--- src/rtl/etd_pkg.sv ---
package etd_pkg;

  typedef enum logic [0:0] {
    ETD_IDLE = 1'b0,
    ETD_RUN  = 1'b1
  } etd_state_e;

  // Integer ceiling division used for parameter derivation.
  function automatic int etd_ceil_div(input int num, input int den);
    return (num + den - 1) / den;
  endfunction

endpackage

--- src/rtl/etd_clz.sv ---
module etd_clz #(
  parameter int W  = 32,
  parameter int CW = $clog2(W + 1)
) (
  input  logic [W-1:0]  vec,
  output logic [CW-1:0] zeros
);

  // The highest set bit wins because the loop walks upward.
  always_comb begin
    zeros = CW'(W);
    for (int i = 0; i < W; i++) begin
      if (vec[i]) zeros = CW'(W - 1 - i);
    end
  end

endmodule

--- src/rtl/etd_prep.sv ---
module etd_prep
  import etd_pkg::*;
#(
  parameter int W    = 32,
  parameter int R    = 3,
  parameter int KMAX = 11,
  parameter int MW   = 33,
  parameter int CNTW = 4
) (
  input  logic [W-1:0]    dividend,
  input  logic [W-1:0]    divisor,
  input  logic            is_signed,
  input  logic            const_time,
  output logic [W-1:0]    mag_b,
  output logic [W-1:0]    init_rem,
  output logic [MW-1:0]   init_shr,
  output logic [CNTW-1:0] iters,
  output logic            neg_quo,
  output logic            neg_rem,
  output logic            div_zero
);

  localparam int CW = $clog2(W + 1);
  localparam int TW = W + MW;

  logic          a_neg, b_neg;
  logic [W-1:0]  mag_a;
  logic [CW-1:0] clz_a, clz_b;
  logic [TW-1:0] aligned;
  int            sig_bits;
  int            k;
  int            steps;

  assign a_neg    = is_signed & dividend[W-1];
  assign b_neg    = is_signed & divisor[W-1];
  assign mag_a    = a_neg ? (~dividend + 1'b1) : dividend;
  assign mag_b    = b_neg ? (~divisor + 1'b1) : divisor;
  assign div_zero = (divisor == '0);
  assign neg_quo  = a_neg ^ b_neg;
  assign neg_rem  = a_neg;

  etd_clz #(.W(W)) u_clz_a (.vec(mag_a), .zeros(clz_a));
  etd_clz #(.W(W)) u_clz_b (.vec(mag_b), .zeros(clz_b));

  // Number of quotient bits that can be non-zero, then the cycle count.
  always_comb begin
    sig_bits = int'(clz_b) - int'(clz_a) + 1;
    if (const_time) begin
      k = KMAX;
    end else if (div_zero || sig_bits <= 0) begin
      k = 1;
    end else begin
      k = etd_ceil_div(sig_bits, R);
    end
    steps    = k * R;
    // Partial remainder starts as dividend >> steps; the rest is shifted in.
    aligned  = {{MW{1'b0}}, mag_a} << (MW - steps);
    init_rem = aligned[TW-1:MW];
    init_shr = aligned[MW-1:0];
    iters    = CNTW'(k);
  end

endmodule

--- src/rtl/etd_step.sv ---
module etd_step #(
  parameter int W  = 32,
  parameter int MW = 33
) (
  input  logic [W-1:0]  rem_i,
  input  logic [MW-1:0] shr_i,
  input  logic [W-1:0]  quo_i,
  input  logic [W-1:0]  dvs,
  output logic [W-1:0]  rem_o,
  output logic [MW-1:0] shr_o,
  output logic [W-1:0]  quo_o
);

  logic [W:0] trial;
  logic [W:0] diff;
  logic       take;

  // One restoring long-division step.
  always_comb begin
    trial = {rem_i, shr_i[MW-1]};
    diff  = trial - {1'b0, dvs};
    take  = (trial >= {1'b0, dvs});
    rem_o = take ? diff[W-1:0] : trial[W-1:0];
    shr_o = {shr_i[MW-2:0], 1'b0};
    quo_o = {quo_i[W-2:0], take};
  end

endmodule

--- src/rtl/etd_fix.sv ---
module etd_fix #(
  parameter int W = 32
) (
  input  logic [W-1:0] quo_mag,
  input  logic [W-1:0] rem_mag,
  input  logic         neg_quo,
  input  logic         neg_rem,
  input  logic         div_zero,
  input  logic [W-1:0] dividend,
  output logic [W-1:0] quo,
  output logic [W-1:0] rem
);

  always_comb begin
    if (div_zero) begin
      quo = '0;
      rem = dividend;
    end else begin
      quo = neg_quo ? (~quo_mag + 1'b1) : quo_mag;
      rem = neg_rem ? (~rem_mag + 1'b1) : rem_mag;
    end
  end

endmodule

--- src/rtl/early_term_divider.sv ---
module early_term_divider
  import etd_pkg::*;
#(
  parameter int W = 32,
  parameter int R = 3
) (
  input  logic         clk,
  input  logic         rst_n,
  input  logic         req_valid,
  output logic         req_ready,
  input  logic [W-1:0] req_dividend,
  input  logic [W-1:0] req_divisor,
  input  logic         req_signed,
  input  logic         req_const_time,
  output logic         rsp_valid,
  output logic [W-1:0] rsp_quotient,
  output logic [W-1:0] rsp_remainder
);

  localparam int KMAX = etd_ceil_div(W, R);
  localparam int MW   = KMAX * R;
  localparam int CNTW = $clog2(KMAX + 1);

  etd_state_e      state_q;
  logic [W-1:0]    rem_q, quo_q, dvs_q, dend_q;
  logic [MW-1:0]   shr_q;
  logic [CNTW-1:0] cnt_q;
  logic            neg_quo_q, neg_rem_q, div0_q;
  logic            rsp_valid_q;
  logic [W-1:0]    rsp_quo_q, rsp_rem_q;

  logic [W-1:0]    p_mag_b, p_rem;
  logic [MW-1:0]   p_shr;
  logic [CNTW-1:0] p_iters;
  logic            p_neg_quo, p_neg_rem, p_div0;

  logic [W-1:0]    rem_c [0:R];
  logic [MW-1:0]   shr_c [0:R];
  logic [W-1:0]    quo_c [0:R];
  logic [W-1:0]    fix_quo, fix_rem;
  logic            accept;

  etd_prep #(.W(W), .R(R), .KMAX(KMAX), .MW(MW), .CNTW(CNTW)) u_prep (
    .dividend   (req_dividend),
    .divisor    (req_divisor),
    .is_signed  (req_signed),
    .const_time (req_const_time),
    .mag_b      (p_mag_b),
    .init_rem   (p_rem),
    .init_shr   (p_shr),
    .iters      (p_iters),
    .neg_quo    (p_neg_quo),
    .neg_rem    (p_neg_rem),
    .div_zero   (p_div0)
  );

  assign rem_c[0] = rem_q;
  assign shr_c[0] = shr_q;
  assign quo_c[0] = quo_q;

  for (genvar s = 0; s < R; s++) begin : g_stage
    etd_step #(.W(W), .MW(MW)) u_step (
      .rem_i (rem_c[s]),
      .shr_i (shr_c[s]),
      .quo_i (quo_c[s]),
      .dvs   (dvs_q),
      .rem_o (rem_c[s+1]),
      .shr_o (shr_c[s+1]),
      .quo_o (quo_c[s+1])
    );
  end

  etd_fix #(.W(W)) u_fix (
    .quo_mag  (quo_c[R]),
    .rem_mag  (rem_c[R]),
    .neg_quo  (neg_quo_q),
    .neg_rem  (neg_rem_q),
    .div_zero (div0_q),
    .dividend (dend_q),
    .quo      (fix_quo),
    .rem      (fix_rem)
  );

  assign req_ready = (state_q == ETD_IDLE);
  assign accept    = req_valid & req_ready;

  always_ff @(posedge clk or negedge rst_n) begin
    if (!rst_n) begin
      state_q     <= ETD_IDLE;
      rem_q       <= '0;
      shr_q       <= '0;
      quo_q       <= '0;
      dvs_q       <= '0;
      dend_q      <= '0;
      cnt_q       <= '0;
      neg_quo_q   <= 1'b0;
      neg_rem_q   <= 1'b0;
      div0_q      <= 1'b0;
      rsp_valid_q <= 1'b0;
      rsp_quo_q   <= '0;
      rsp_rem_q   <= '0;
    end else begin
      rsp_valid_q <= 1'b0;
      unique case (state_q)
        ETD_IDLE: begin
          if (accept) begin
            rem_q     <= p_rem;
            shr_q     <= p_shr;
            quo_q     <= '0;
            dvs_q     <= p_mag_b;
            dend_q    <= req_dividend;
            cnt_q     <= p_iters;
            neg_quo_q <= p_neg_quo;
            neg_rem_q <= p_neg_rem;
            div0_q    <= p_div0;
            state_q   <= ETD_RUN;
          end
        end
        ETD_RUN: begin
          rem_q <= rem_c[R];
          shr_q <= shr_c[R];
          quo_q <= quo_c[R];
          cnt_q <= cnt_q - CNTW'(1);
          if (cnt_q == CNTW'(1)) begin
            state_q     <= ETD_IDLE;
            rsp_valid_q <= 1'b1;
            rsp_quo_q   <= fix_quo;
            rsp_rem_q   <= fix_rem;
          end
        end
        default: state_q <= ETD_IDLE;
      endcase
    end
  end

  assign rsp_valid     = rsp_valid_q;
  assign rsp_quotient  = rsp_quo_q;
  assign rsp_remainder = rsp_rem_q;

endmodule

--- config.mk ---
export PLATFORM = sky130hd
export DESIGN_NAME = early_term_divider
export DESIGN_NICKNAME = d
export VERILOG_FILES = /design/src/rtl/etd_pkg.sv /design/src/rtl/etd_clz.sv /design/src/rtl/etd_prep.sv /design/src/rtl/etd_step.sv /design/src/rtl/etd_fix.sv /design/src/rtl/early_term_divider.sv
export SDC_FILE = /design/constraint.sdc
export NUM_CORES = 1
export LEC_CHECK = 0
export ABC_AREA = 1
export BUFFER_PORTS_ARGS = -buffer_cell sky130_fd_sc_hd__buf_2
export CAP_MARGIN = 20
export CORE_MARGIN = 5
export CORE_UTILIZATION = 39
export CTS_BUF_LIST = sky130_fd_sc_hd__clkbuf_4 sky130_fd_sc_hd__clkbuf_8
export CTS_CLUSTER_DIAMETER = 200
export DETAILED_ROUTE_END_ITERATION = 10
export HOLD_SLACK_MARGIN = 0.03
export PLACE_DENSITY_LB_ADDON = 0.3
export SLEW_MARGIN = 20
export SYNTH_ARGS = -nofsm -noshare
export SYNTH_HDL_FRONTEND = slang
export SYNTH_HIERARCHICAL = 1
export SYNTH_SLANG_ARGS = --single-unit
export TNS_END_PERCENT = 100
--- constraint.sdc ---
create_clock -name clk -period 12.9 [get_ports clk]
set_clock_uncertainty 0.15 [all_clocks]
set_input_delay 1.29 -clock clk [delete_from_list [all_inputs] [get_ports clk]]
set_output_delay 1.29 -clock clk [all_outputs]
set_load 0.05 [all_outputs]
Word level (Yosys, flattened, before mapping)

Cells that the tools add are included.

Register bits: 231
Bits of input ports: 69
Word-level logic and storage cells: 136

Add/subtract/negate cells: 13
$mul: 1
Divide/modulo/power cells: 1
$lt $le $gt $ge: 4
Eq/ne operators: 2
Shift-type cells: 1
Muxes and demuxes: 88
Bitwise logic cells: 9
Reduce and logical (&&, ||, !) cells: 4

Operators by type and width:

| operator                                                                          | number |
|---|---|
| 32-bit 2-to-1 mux                                                                 | 12 |
| 6-bit 2-to-1 mux                                                                  | 64 |
| 32-bit by 1-bit adder with 32-bit output, second input constant                   | 4 |
| 32-bit NOT                                                                        | 4 |
| 33-bit by 32-bit greater-or-equal comparator with 1-bit output                    | 3 |
| 32-bit subtractor                                                                 | 3 |
| 33-bit case mux with 2 select lines                                               | 1 |
| 32-bit by 32-bit left shift with 65-bit output                                    | 1 |
| 32-bit case mux with 2 select lines                                               | 1 |
| 29-bit case mux with 2 select lines                                               | 1 |
| 33-bit 2-to-1 mux                                                                 | 1 |
| 32-bit by 2-bit adder with 32-bit output, second input constant                   | 1 |
| 32-bit by 3-bit adder with 32-bit output, second input constant                   | 1 |
| 32-bit by 3-bit divider with 32-bit output, second input constant                 | 1 |
| 32-bit by 1-bit less-or-equal comparator with 1-bit output, second input constant | 1 |
| 32-bit logical NOT                                                                | 1 |
| 32-bit by 3-bit multiplier with 32-bit output, second input constant              | 1 |
| 32-bit by 2-bit subtractor with 32-bit output, second input constant              | 1 |
| 7-bit by 32-bit subtractor with 32-bit output, first input constant               | 1 |
| 29-bit 2-to-1 mux                                                                 | 1 |
| 4-bit case mux with 2 select lines                                                | 1 |
| 6-bit by 6-bit subtractor with 7-bit output                                       | 1 |
| 4-bit by 1-bit equality test with 1-bit output, second input constant             | 1 |
| 1-bit 2-to-1 mux                                                                  | 4 |
| other kinds (9)                                                                   | 12 |

Depth between registers and ports, before layout

Depth in word-level cells: 47
Mapped depth: 206
Mapped depth without buffers: 202

By module

Netlist, hierarchy kept.

By module, submodules not included:

| module                           | times used | cells each | area each (um^2) | sequential area each (um^2) |
|---|---|---|---|---|
| etd_prep                         | 1          | 2,299      | 11,688.7         | 0.0 |
| early_term_divider               | 1          | 1,010      | 9,126.3          | 5,855.6 |
| etd_step (g_stage[0].u_step ...) | 2          | 713        | 3,652.3          | 0.0 |
| etd_step (g_stage[1].u_step)     | 1          | 718        | 3,681.0          | 0.0 |
| etd_fix                          | 1          | 528        | 2,367.3          | 0.0 |
| etd_clz                          | 2          | 110        | 449.2            | 0.0 |

Worst setup path before layout

Ideal clock, no wire load.

Path kind: input to register
From: input port req_dividend[0]
To: register rem_q[13]
Setup time: 0.069 ns
Arrival: 20.498 ns
Required time: 12.681 ns
Path slack: -7.817 ns
Cell stages on the path: 173
Buffers on the path: 4
Cells stage by stage: inv_1 > ha_1 > inv_1 > nor3_1 > nand3_1 > nor3_1 > nand2_1 > or4_1 > nor2_1 > nand2_1 > o31ai_1 > o21ai_0 > xor2_1 > inv_1 > nand2_1 > nand2_1 > a21oi_2 > ha_1 > [137 not listed] > a21oi_1 > nand2_1 > clkinv_1 > buf_2 > nand2_1 > o21ai_1 > nand2_1 > nand2_1 > nand2_1 > nand2_1 > nand2_1 > nand2_1 > nand2_1 > nand2_1 > nand2_1 > nor2_1 > nand2_1 > nand3_1

RTL lines:

| element                                          | line                      | RTL |
|---|---|---|
| from (decl)                                      | early_term_divider.sv:11  | `input logic [W-1:0] req_dividend,` |
| 32-bit NOT *                                     | etd_prep.sv:36            | `assign mag_a = a_neg ? (~dividend + 1'b1) : dividend;` |
| 32-bit by 1-bit adder with 32-bit output *       | etd_prep.sv:36            |  |
| 32-bit 2-to-1 mux *                              | etd_prep.sv:36            |  |
| named net u_prep.mag_a[28]                       | etd_prep.sv:27            | `logic [W-1:0] mag_a;` |
| 6-bit 2-to-1 mux * (4 in series)                 | etd_clz.sv:13             | `if (vec[i]) zeros = CW'(W - 1 - i);` |
| named net u_prep.clz_a[0]                        | etd_prep.sv:28            | `logic [CW-1:0] clz_a, clz_b;` |
| 6-bit by 6-bit subtractor with 7-bit output *    | etd_prep.sv:47            | `sig_bits = int'(clz_b) - int'(clz_a) + 1;` |
| 32-bit by 2-bit adder with 32-bit output *       | etd_prep.sv:47            |  |
| [4 not listed]                                   | --                        |  |
| 32-bit 2-to-1 mux *                              | etd_prep.sv:48            | `if (const_time) begin` |
| named net p_iters[1]                             | early_term_divider.sv:34  | `logic [CNTW-1:0] p_iters;` |
| 32-bit by 3-bit multiplier with 32-bit output *  | etd_prep.sv:55            | `steps = k * R;` |
| 7-bit by 32-bit subtractor with 32-bit output *  | etd_prep.sv:57            | `aligned = {{MW{1'b0}}, mag_a} << (MW - steps);` |
| 32-bit by 32-bit left shift with 65-bit output * | etd_prep.sv:57            |  |
| named net p_rem[13]                              | early_term_divider.sv:32  | `logic [W-1:0] p_mag_b, p_rem;` |
| 32-bit 2-to-1 mux *                              | early_term_divider.sv:106 | `if (accept) begin` |
| 32-bit case mux with 2 select lines *            | early_term_divider.sv:104 | `unique case (state_q)` |
| to (signal assigned)                             | early_term_divider.sv:107 | `rem_q <= p_rem;` |
| to (signal assigned)                             | early_term_divider.sv:120 | `rem_q <= rem_c[R];` |
| to (decl)                                        | early_term_divider.sv:25  | `logic [W-1:0] rem_q, quo_q, dvs_q, dend_q;` |

Mark *: on every way through the listed nets, which the timed path passes. The rest lies on a longest branch. The select of a mux whose other input is x is not followed.
A chain may end at the register's enable or synchronous reset.

Worst setup path in the final report

From: input port req_dividend[1]
To: register rem_q[10]

RTL lines:

| element                                          | line                      | RTL |
|---|---|---|
| 32-bit NOT *                                     | etd_prep.sv:36            |  |
| 32-bit by 1-bit adder with 32-bit output *       | etd_prep.sv:36            |  |
| 32-bit 2-to-1 mux *                              | etd_prep.sv:36            |  |
| named net u_prep.mag_a[28]                       | etd_prep.sv:27            |  |
| 6-bit 2-to-1 mux * (4 in series)                 | etd_clz.sv:13             |  |
| named net u_prep.clz_a[0]                        | etd_prep.sv:28            |  |
| 6-bit by 6-bit subtractor with 7-bit output *    | etd_prep.sv:47            |  |
| 32-bit by 2-bit adder with 32-bit output *       | etd_prep.sv:47            |  |
| [3 not listed]                                   | --                        |  |
| 32-bit 2-to-1 mux *                              | etd_prep.sv:50            | `end else if (div_zero \|\| sig_bits <= 0) begin` |
| 32-bit 2-to-1 mux *                              | etd_prep.sv:48            |  |
| 32-bit by 3-bit multiplier with 32-bit output *  | etd_prep.sv:55            |  |
| 7-bit by 32-bit subtractor with 32-bit output *  | etd_prep.sv:57            |  |
| 32-bit by 32-bit left shift with 65-bit output * | etd_prep.sv:57            |  |
| named net p_rem[10]                              | early_term_divider.sv:32  |  |
| 32-bit 2-to-1 mux *                              | early_term_divider.sv:106 |  |
| 32-bit case mux with 2 select lines *            | early_term_divider.sv:104 |  |

Marked as above.

==> flow_summary.ini <==
[drt]
via_per_inst = 5.065
routedWlPerCell_um = 16.72
vias = 39780
drc = 0
final_antenna_net_count = 0
dr.pass1.iters = 7
postRouteWirelength_mm = 131.3
drt_iter0_markers = 3234

[cells_and_area]
area_growth_pct = 25.91
drive_gt1_share_pct = 26.29
instances_no_fill = 7853
nFillCells = 9247
seqCellArea_um2 = 5784
nNetsFinal = 6936
multi_input_area_um2 = 26320

[setup_path]
r2r_cells = 47
crit_path_frequent_cell = nand2_2
cp_num_cells = 169
crit_start = req_dividend[1]
crit_path_top_delay_cell = fa_2
r2r_start = dvs_q[6]
crit_fanout = 8
crit_required_ns = 13.34
crit_family = simple AND/OR/NAND/NOR gates
critPathKind = primary input to flop
cp_slowest_stage_delay_ns = 0.62
cp_num_buf_inv = 25
crit_path_end_kind = flop
r2r_end = rsp_remainder[18]
arrival_ns = 21.38
regToRegSetupSlack_ns = 3.30
cp-start-kind = primary input
crit_end = rem_q[10]

[yosys]
syn-num-nets = 6474
synth_warnings = 6
netlist_area_um2 = 34940
syn_inst = 6192
avgSynthCellArea_um2 = 5.643

[timing]
rsz0062_at_grt = yes
worst_pin_slew_ns = 1.152
max_slew_margin_pct = 23.17
hold_ws_ns = 0.2960
finalHoldViolCount = 0
finalSetupViolations = 69
min_period_ns = 20.94
layout_setup_ws_ns = -8.042
drv_slew = 0
min_period_over_period_pct = 162.3
max_freq_mhz = 47.75

[global_routing]
gr-total-overflow = 0
antenna_found_initial = 2
grt_most_used_layer = met2
track_usage_pct = 25.73
grt_pass1_wl_mm = 197.9
grtUsageMet3_pct = 3.638
grt.met2_usage_pct = 41.69
use_met1_pct = 34.89
grt_max_degree = 106
grt_pass1_vias = 36270

[flow_run]
drv_cap = 0

[placement]
pre_cts_slack_ns = -9.049
gp_congestion = 0.9827
dp_hpwl_mm = 103.4
dp.cells = 7713
io_buffer_count = 134

[floorplan]
fp.dieW_um = 309.3
die-area_um2 = 95680
num_rows = 109
dieHeight_um = 309.3
pin_count = 135
core_area_um2 = 88650
start_util_pct = 39.42

[clock_tree]
cts_tree = done
clk_pin_slew_ns = 0.06
numCtsBuffers = 45
htreeDepth = 2
insertion_delay_ns = 0.66
clock-sinks = 231
clockBufferDepth = 3
ctsRootBufferMaster = clkbuf_8

[worst_hold_path]
min_path_type = flop to flop

[run_status]
outcome = complete, but fails checks
violations = setup timing
[tightest hold or removal path: cells and delay by family (launching register included)]
| kind | cells | cell delay, ns |
|---|---|---|
| flip-flops | 1 | 0.35 |
| AND/OR/NAND/NOR | 2 | 0.13 |
[cell type report]
cell class                      instances  area share, %
Inverter                              890          7.755
Antenna cell                            2        0.01138
Timing Repair inverter                  1        0.03697
Tap cell                             1165          3.313
Clock buffer                           66          1.994
Clock inverter                         13         0.2588
Multi-Input combinational cell       4693          59.83
Sequential cell                       231          13.15
Timing Repair Buffer                  792          13.66
[how the worst min path moves through the flow]
stage / cells after the start / slack, ns / endpoint / startpoint
final: 2 / 0.30 / shr_q[20] / shr_q[17]
after CTS: 2 / 0.31 / shr_q[20] / shr_q[17]
after global placement: 2 / 0.31 / rsp_quotient[11] / rsp_quotient[11]
after floorplan: 2 / 0.30 / div0_q / div0_q
after global routing: 2 / 0.35 / rsp_remainder[22] / rsp_remainder[22]
after detailed placement: 2 / 0.31 / rsp_remainder[28] / rsp_remainder[28]
[sequential cells by signal, summed over array words and instances (netlist names)]
| name | cells |
|---|---|
| dend_q | 32 |
| div0_q | 1 |
| shr_q | 33 |
| state_q | 1 |
| neg_quo_q | 1 |
| rsp_remainder | 32 |
| rsp_valid | 1 |
| neg_rem_q | 1 |
| rsp_quotient | 32 |
| cnt_q | 4 |
| quo_q | 29 |
| dvs_q | 32 |
| rem_q | 32 |
[metal layers]
layer	up-vias	wire length, µm
li1	19950	-
met1	18280	57330
met2	1265	59280
met3	284	8496
met4	0	6181
met5	-	0
[stage by stage]
| step | area (µm²) | TNS (ns) | util, % |
|---|---|---|---|
| after floorplan | 35450 | -445.76 | - |
| after global placement | 39610 | -555.83 | 44.69 |
| after detailed placement | 39610 | -591.65 | 44.69 |
| after CTS | 41030 | -504.74 | 46.28 |
| after global routing | 43990 | -629.42 | 49.63 |
| final | 44000 | -526.02 | 49.63 |
[layout by cell type (no fill, tap or decap), types with 9 or more instances in the layout]
master,n
a21oi_1,167
nor4_1,11
nand3b_1,36
ha_1,177
buf_12,22
inv_2,60
nand3_1,344
nor2_1,363
a21oi_2,31
buf_2,131
nor2_2,52
and2_1,25
dfrtp_1,230
xnor2_1,34
nor3_1,55
clkbuf_8,61
nand4_1,42
ha_4,26
nand3_4,37
o21ai_0,87
inv_1,813
xor2_1,95
nand2_8,9
nand2_1,2303
buf_4,619
nor3_2,24
nand3_2,96
a22o_1,30
nor2_4,39
o21ai_1,53
o21ai_2,75
nand2_4,66
buf_6,16
nand2_2,286
[repair_timing]
item | 4_1_cts | 5_1_grt
hold buffers | 0 | 0
pin swaps | 41 | 303
setup buffers | 12 | 48
gates cloned | 1 | 0
endpoints found under the hold margin | 0 | 0
setup endpoints to repair | 69 | 69
resized for setup | 78 | 679
Power is not shown: default switching activity piles up to over one toggle a cycle in this logic, so the estimate is an artifact.
